$ cat config.mk
export PLATFORM = sky130hd
export DESIGN_NAME = lut_dpram
export DESIGN_NICKNAME = d
export VERILOG_FILES = /design/src/rtl/lut_dpram_pkg.sv /design/src/rtl/lut_cell.sv /design/src/rtl/lut_bank.sv /design/src/rtl/word_sel.sv /design/src/rtl/out_stage.sv /design/src/rtl/lut_dpram.sv
export SDC_FILE = /design/constraint.sdc
export NUM_CORES = 1
export LEC_CHECK = 0
export ABC_AREA = 0
export BUFFER_PORTS_ARGS = -buffer_cell sky130_fd_sc_hd__buf_2
export CORE_MARGIN = 10
export CORE_UTILIZATION = 38
export CTS_CLUSTER_DIAMETER = 50
export CTS_CLUSTER_SIZE = 24
export DETAILED_ROUTE_END_ITERATION = 8
export GPL_ROUTABILITY_DRIVEN = 1
export GPL_TIMING_DRIVEN = 0
export PLACE_DENSITY = 0.54
export SYNTH_ARGS = -nofsm -noshare
export SYNTH_HDL_FRONTEND = slang
export SYNTH_SLANG_ARGS = --single-unit
$ cat constraint.sdc
create_clock -name clk -period 3.6 [get_ports clk]
set_input_delay 0.18 -clock clk [delete_from_list [all_inputs] [get_ports clk]]
set_output_delay 0.18 -clock clk [all_outputs]
set_load 0.1 [all_outputs]
$ cat src/rtl/lut_dpram_pkg.sv
package lut_dpram_pkg;
  localparam int CELL_DEPTH = 16;
  localparam int CELL_AW    = 4;

  function automatic int bank_count(int cascade);
    return (cascade != 0) ? 2 : 1;
  endfunction
endpackage

$ cat src/rtl/lut_cell.sv
module lut_cell
  import lut_dpram_pkg::*;
(
  input  logic               clk,
  input  logic               rst,
  input  logic               we,
  input  logic [CELL_AW-1:0] wa,
  input  logic               wd,
  input  logic [CELL_AW-1:0] ra,
  output logic               wa_bit,
  output logic               ra_bit
);
  logic [CELL_DEPTH-1:0] bits;

  always_ff @(posedge clk) begin
    if (we) bits[wa] <= wd;
  end

  assign wa_bit = bits[wa];
  assign ra_bit = bits[ra];

  AST_CELL_WRITE: assert property (@(posedge clk) disable iff (rst)
    we |=> bits[$past(wa)] == $past(wd));
  AST_CELL_HOLD: assert property (@(posedge clk) disable iff (rst)
    !we |=> $stable(bits));
endmodule

$ cat src/rtl/lut_bank.sv
module lut_bank
  import lut_dpram_pkg::*;
#(
  parameter int DATA_W = 8
) (
  input  logic               clk,
  input  logic               rst,
  input  logic               we,
  input  logic [CELL_AW-1:0] wa,
  input  logic [DATA_W-1:0]  wd,
  input  logic [CELL_AW-1:0] ra,
  output logic [DATA_W-1:0]  wa_word,
  output logic [DATA_W-1:0]  ra_word
);
  for (genvar i = 0; i < DATA_W; i++) begin : g_bit
    lut_cell u_cell (
      .clk   (clk),
      .rst   (rst),
      .we    (we),
      .wa    (wa),
      .wd    (wd[i]),
      .ra    (ra),
      .wa_bit(wa_word[i]),
      .ra_bit(ra_word[i])
    );
  end
endmodule

$ cat src/rtl/word_sel.sv
module word_sel #(
  parameter int DATA_W = 8,
  parameter int NB     = 2
) (
  input  logic [NB-1:0][DATA_W-1:0] words,
  input  logic                      sel,
  output logic [DATA_W-1:0]         word
);
  if (NB > 1) begin : g_mux
    assign word = sel ? words[1] : words[0];
  end else begin : g_pass
    logic unused_sel;
    assign unused_sel = sel;
    assign word = words[0];
  end
endmodule

$ cat src/rtl/out_stage.sv
module out_stage #(
  parameter int DATA_W = 8,
  parameter int OUT_REG = 0
) (
  input  logic              clk,
  input  logic              rst,
  input  logic [DATA_W-1:0] d,
  output logic [DATA_W-1:0] q
);
  if (OUT_REG != 0) begin : g_reg
    always_ff @(posedge clk) begin
      if (rst) q <= '0;
      else     q <= d;
    end

    AST_REG_LATENCY: assert property (@(posedge clk) disable iff (rst)
      $past(!rst) |-> q == $past(d));
    AST_RESET_CLEAR: assert property (@(posedge clk)
      rst |=> q == '0);
  end else begin : g_comb
    logic unused_clk, unused_rst;
    assign unused_clk = clk;
    assign unused_rst = rst;
    assign q = d;
  end
endmodule

$ cat src/rtl/lut_dpram.sv
module lut_dpram
  import lut_dpram_pkg::*;
#(
  parameter int DATA_W  = 8,
  parameter int CASCADE = 1,
  parameter int OUT_REG = 0,
  parameter int ADDR_W  = CELL_AW + ((CASCADE != 0) ? 1 : 0)
) (
  input  logic              clk,
  input  logic              rst,
  input  logic              wr_en,
  input  logic [ADDR_W-1:0] wr_addr,
  input  logic [DATA_W-1:0] wr_data,
  input  logic [ADDR_W-1:0] rd_addr,
  output logic [DATA_W-1:0] wa_q,
  output logic [DATA_W-1:0] rd_q
);
  localparam int NB = bank_count(CASCADE);

  logic [NB-1:0][DATA_W-1:0] bank_wq, bank_rq;
  logic                      wr_bank, rd_bank;
  logic [DATA_W-1:0]         wa_word, rd_word;

  if (NB > 1) begin : g_sel
    assign wr_bank = wr_addr[ADDR_W-1];
    assign rd_bank = rd_addr[ADDR_W-1];
  end else begin : g_nosel
    assign wr_bank = 1'b0;
    assign rd_bank = 1'b0;
  end

  for (genvar b = 0; b < NB; b++) begin : g_bank
    lut_bank #(.DATA_W(DATA_W)) u_bank (
      .clk    (clk),
      .rst    (rst),
      .we     (wr_en && (wr_bank == 1'(b))),
      .wa     (wr_addr[CELL_AW-1:0]),
      .wd     (wr_data),
      .ra     (rd_addr[CELL_AW-1:0]),
      .wa_word(bank_wq[b]),
      .ra_word(bank_rq[b])
    );
  end

  word_sel #(.DATA_W(DATA_W), .NB(NB)) u_wsel (
    .words(bank_wq), .sel(wr_bank), .word(wa_word)
  );
  word_sel #(.DATA_W(DATA_W), .NB(NB)) u_rsel (
    .words(bank_rq), .sel(rd_bank), .word(rd_word)
  );

  out_stage #(.DATA_W(DATA_W), .OUT_REG(OUT_REG)) u_wout (
    .clk(clk), .rst(rst), .d(wa_word), .q(wa_q)
  );
  out_stage #(.DATA_W(DATA_W), .OUT_REG(OUT_REG)) u_rout (
    .clk(clk), .rst(rst), .d(rd_word), .q(rd_q)
  );
endmodule

==> qor.txt <==
Setup crit end kind -> primary output
Ys Warns -> 0
largest register by flop count -> g_bank.u_bank.g_bit.u_cell.bits
fraction of layout cells with a size suffix above 1 -> 42.58%
worst vdd ir -> 0.0002880 V
Final Power -> 7.628 mW
top cells by count, synth -> edfxtp_1 (256), mux4_2 (146), nor2_1 (33)
max FFs per register -> 256
RSZ-0062 raised after global routing -> false
hold_sp -> wr_data[2]
Worst Hold Class -> in -> reg
Max-slew headroom -> 21.98%
GRT Util Overall -> 18.72%
first-pass detailed-route iteration total -> 5
Hold Path Depth -> 1
starting density of the core -> 38.29%
Arr. time, crit path -> 3.21 ns
Fin Setup TNS -> 0 ns
vias -> 6588
Core Region -> 31390 µm²
Port Buf Inserts -> 28
largest net degree at the start of global routing -> 33
maxcap violations -> 0
f_max -> 0.2950 GHz
Worst Path Max Fanout -> 10
Syn Area/Cell -> 21.20 µm²
Sw Pwr -> 1.923 mW
Clock power frac -> 46.0%
DRC viols -> 0
post-route ant nets -> 0
clk sinks -> 256
Worst-path clk slew -> 0.06 ns
row count -> 65
period utilization -> 94.15%
FFs w/ async S/R, synth -> 0%
drt wl/cell -> 33.94 µm
EDFF count, synth -> 256
critical path type -> in -> out
CTS tree -> done
Primary FF master, synth -> edfxtp_1
status -> complete, no violations
Max Root-Sink Buffers -> 3
vias in the first global route -> 6696
part of the power in registers -> 43.7%
initial antenna violation count -> 1
Final Hold Viols -> 0
Pint -> 5.706 mW
synthesized cell area -> 12020 µm²
area leader, netlist -> edfxtp_1
CP Launch Type -> primary input
Die ar. -> 39140 µm²
fin. max-slew vios -> 0
Placer Congestion -> 0.9044
#FFs+latches synth -> 256
total CTS buffers -> 34
Post-CTS Setup Bufs -> 0
pre-CTS setup slack -> 0.003564 ns
Yosys top cell area share -> 63.96%
register area share after synthesis -> 63.96%
# H-tree levels -> 2
Root Buffer -> clkbuf_16
switching share of power -> 25.20%
Die Y -> 197.8 µm
Avg Vias per Cell -> 6.203
total wire length -> 36050 µm
Slew @ Worst Pin -> 1.166 ns
Synth area leaders -> edfxtp_1 (64%), mux4_2 (27%), mux2_2 (1.6%), mux2i_1 (1.2%), nor2_1 (1.0%)
Worst Hold Path EP -> g_bank[1].u_bank.g_bit[2].u_cell.bits[12]
nets -> 656
library cells used by synthesis -> 33
most frequent cell after synthesis -> edfxtp_1
Comb power frac -> 10.3%
Ant. Diodes -> 0
Tmin final -> 3.389 ns
first-pass GRT wire length -> 51660 µm
WP data required -> 3.42 ns
fill count -> 2680
Syn Inst Count -> 567
Area Growth Syn to Fin -> 15.78%
starting DRC count in detailed routing -> 914
Hold Buf Count CTS -> 0
# setup viols final -> 0
top flop regs -> g_bank.u_bank.g_bit.u_cell.bits x256
pwr dens -> 548.2 nW/µm²
DP HPWL -> 25590 µm
I/O Pins -> 37
die width -> 197.8 µm
total gr overflow -> 0
Final WS setup -> 0.2107 ns
Synth Net Count -> 588
P_leak -> 4.387 nW
layout make-up:
cell class	instances	area [µm²]	share of cell area, %
plain buffers	45	245.2	1.762
clock buffers	39	933.4	6.707
clock inverters	22	254.0	1.825
inverters	1	3.754	0.02697
multi-input cells	265	4104	29.49
flip-flops and latches	256	7687	55.24
well taps	402	503.0	3.614
repair buffers	32	185.2	1.331
critical path: stages:
cell and delay, ns:
clkbuf_1 0.72, buf_1 0.75, mux4_2 0.46, mux4_2 0.48, mux2_2 0.31, buf_2 0.30
placed cells by master, fill, tap and decap left out, types with 4 or more instances in the layout:
master	n
nand2_1	8
nand3_1	5
buf_4	6
clkinvlp_4	4
nor3_2	4
mux4_2	146
mux2i_1	15
buf_6	9
nor2_1	33
clkbuf_16	37
buf_2	40
mux2_2	17
buf_1	8
nor3_1	5
edfxtp_1	256
clkinv_1	4
clkbuf_1	15
stage by stage:
step | instance area [µm²] | hold slack, ns | utilization [%] | std cells
after floorplan | 12020 | 0.2789 | - | 567
after global placement | 12660 | 0.6645 | 40.33 | 997
after detailed placement | 12730 | 0.7187 | 40.54 | 1001
after CTS | 13910 | 0.1772 | 44.32 | 1062
after global routing | 13920 | 0.2086 | 44.33 | 1062
final | 13920 | 0.1867 | 44.33 | 1062
how the worst max path moves through the flow:
stage                           from      end  slack, ns  cells past startpoint
after detailed placement  rd_addr[2]  rd_q[7]      0.004                      6
after floorplan           wr_addr[0]  wa_q[3]       1.24                      7
after CTS                 rd_addr[2]  rd_q[7]      0.001                      6
final                     rd_addr[2]  rd_q[2]       0.21                      6
after global placement    rd_addr[2]  rd_q[6]       0.05                      6
after global routing      rd_addr[2]  rd_q[2]       0.19                      6
routing by layer:
metal / wire length (µm) / vias to the layer above / global-route usage (%)
met5: 8 / - / 0
li1: - / 2625 / -
met1: 14930 / 3581 / 25.67
met4: 563 / 2 / 4.271
met2: 17070 / 336 / 28.96
met3: 3479 / 44 / 5.381
cell families (layout without fill, tap and decap cells):
kind of cell	after synthesis	in the layout	share of synthesized area (%)
flip-flops	256	256	63.96
multiplexers	178	178	30.20
AND/OR/NAND/NOR	67	67	2.530
buffers and inverters	46	139	2.061
AO/OA/AOI/OAI	20	20	1.249
power groups by stage:
stage	clock network, mW	registers, mW	logic (mW)
2_1_floorplan	0	3.39	0.550
3_3_place_gp	0	3.39	0.778
3_5_place_dp	0	3.40	0.788
4_1_cts	3.55	3.33	0.791
5_1_grt	3.67	3.34	0.823
6_report	3.51	3.33	0.789
timing repair:
action	in CTS	in global routing
endpoints found under the hold margin	0	0
endpoints found under the setup margin	0	1
gates resized for setup	0	2
No activity file was read; power rests on OpenSTA's default activity.
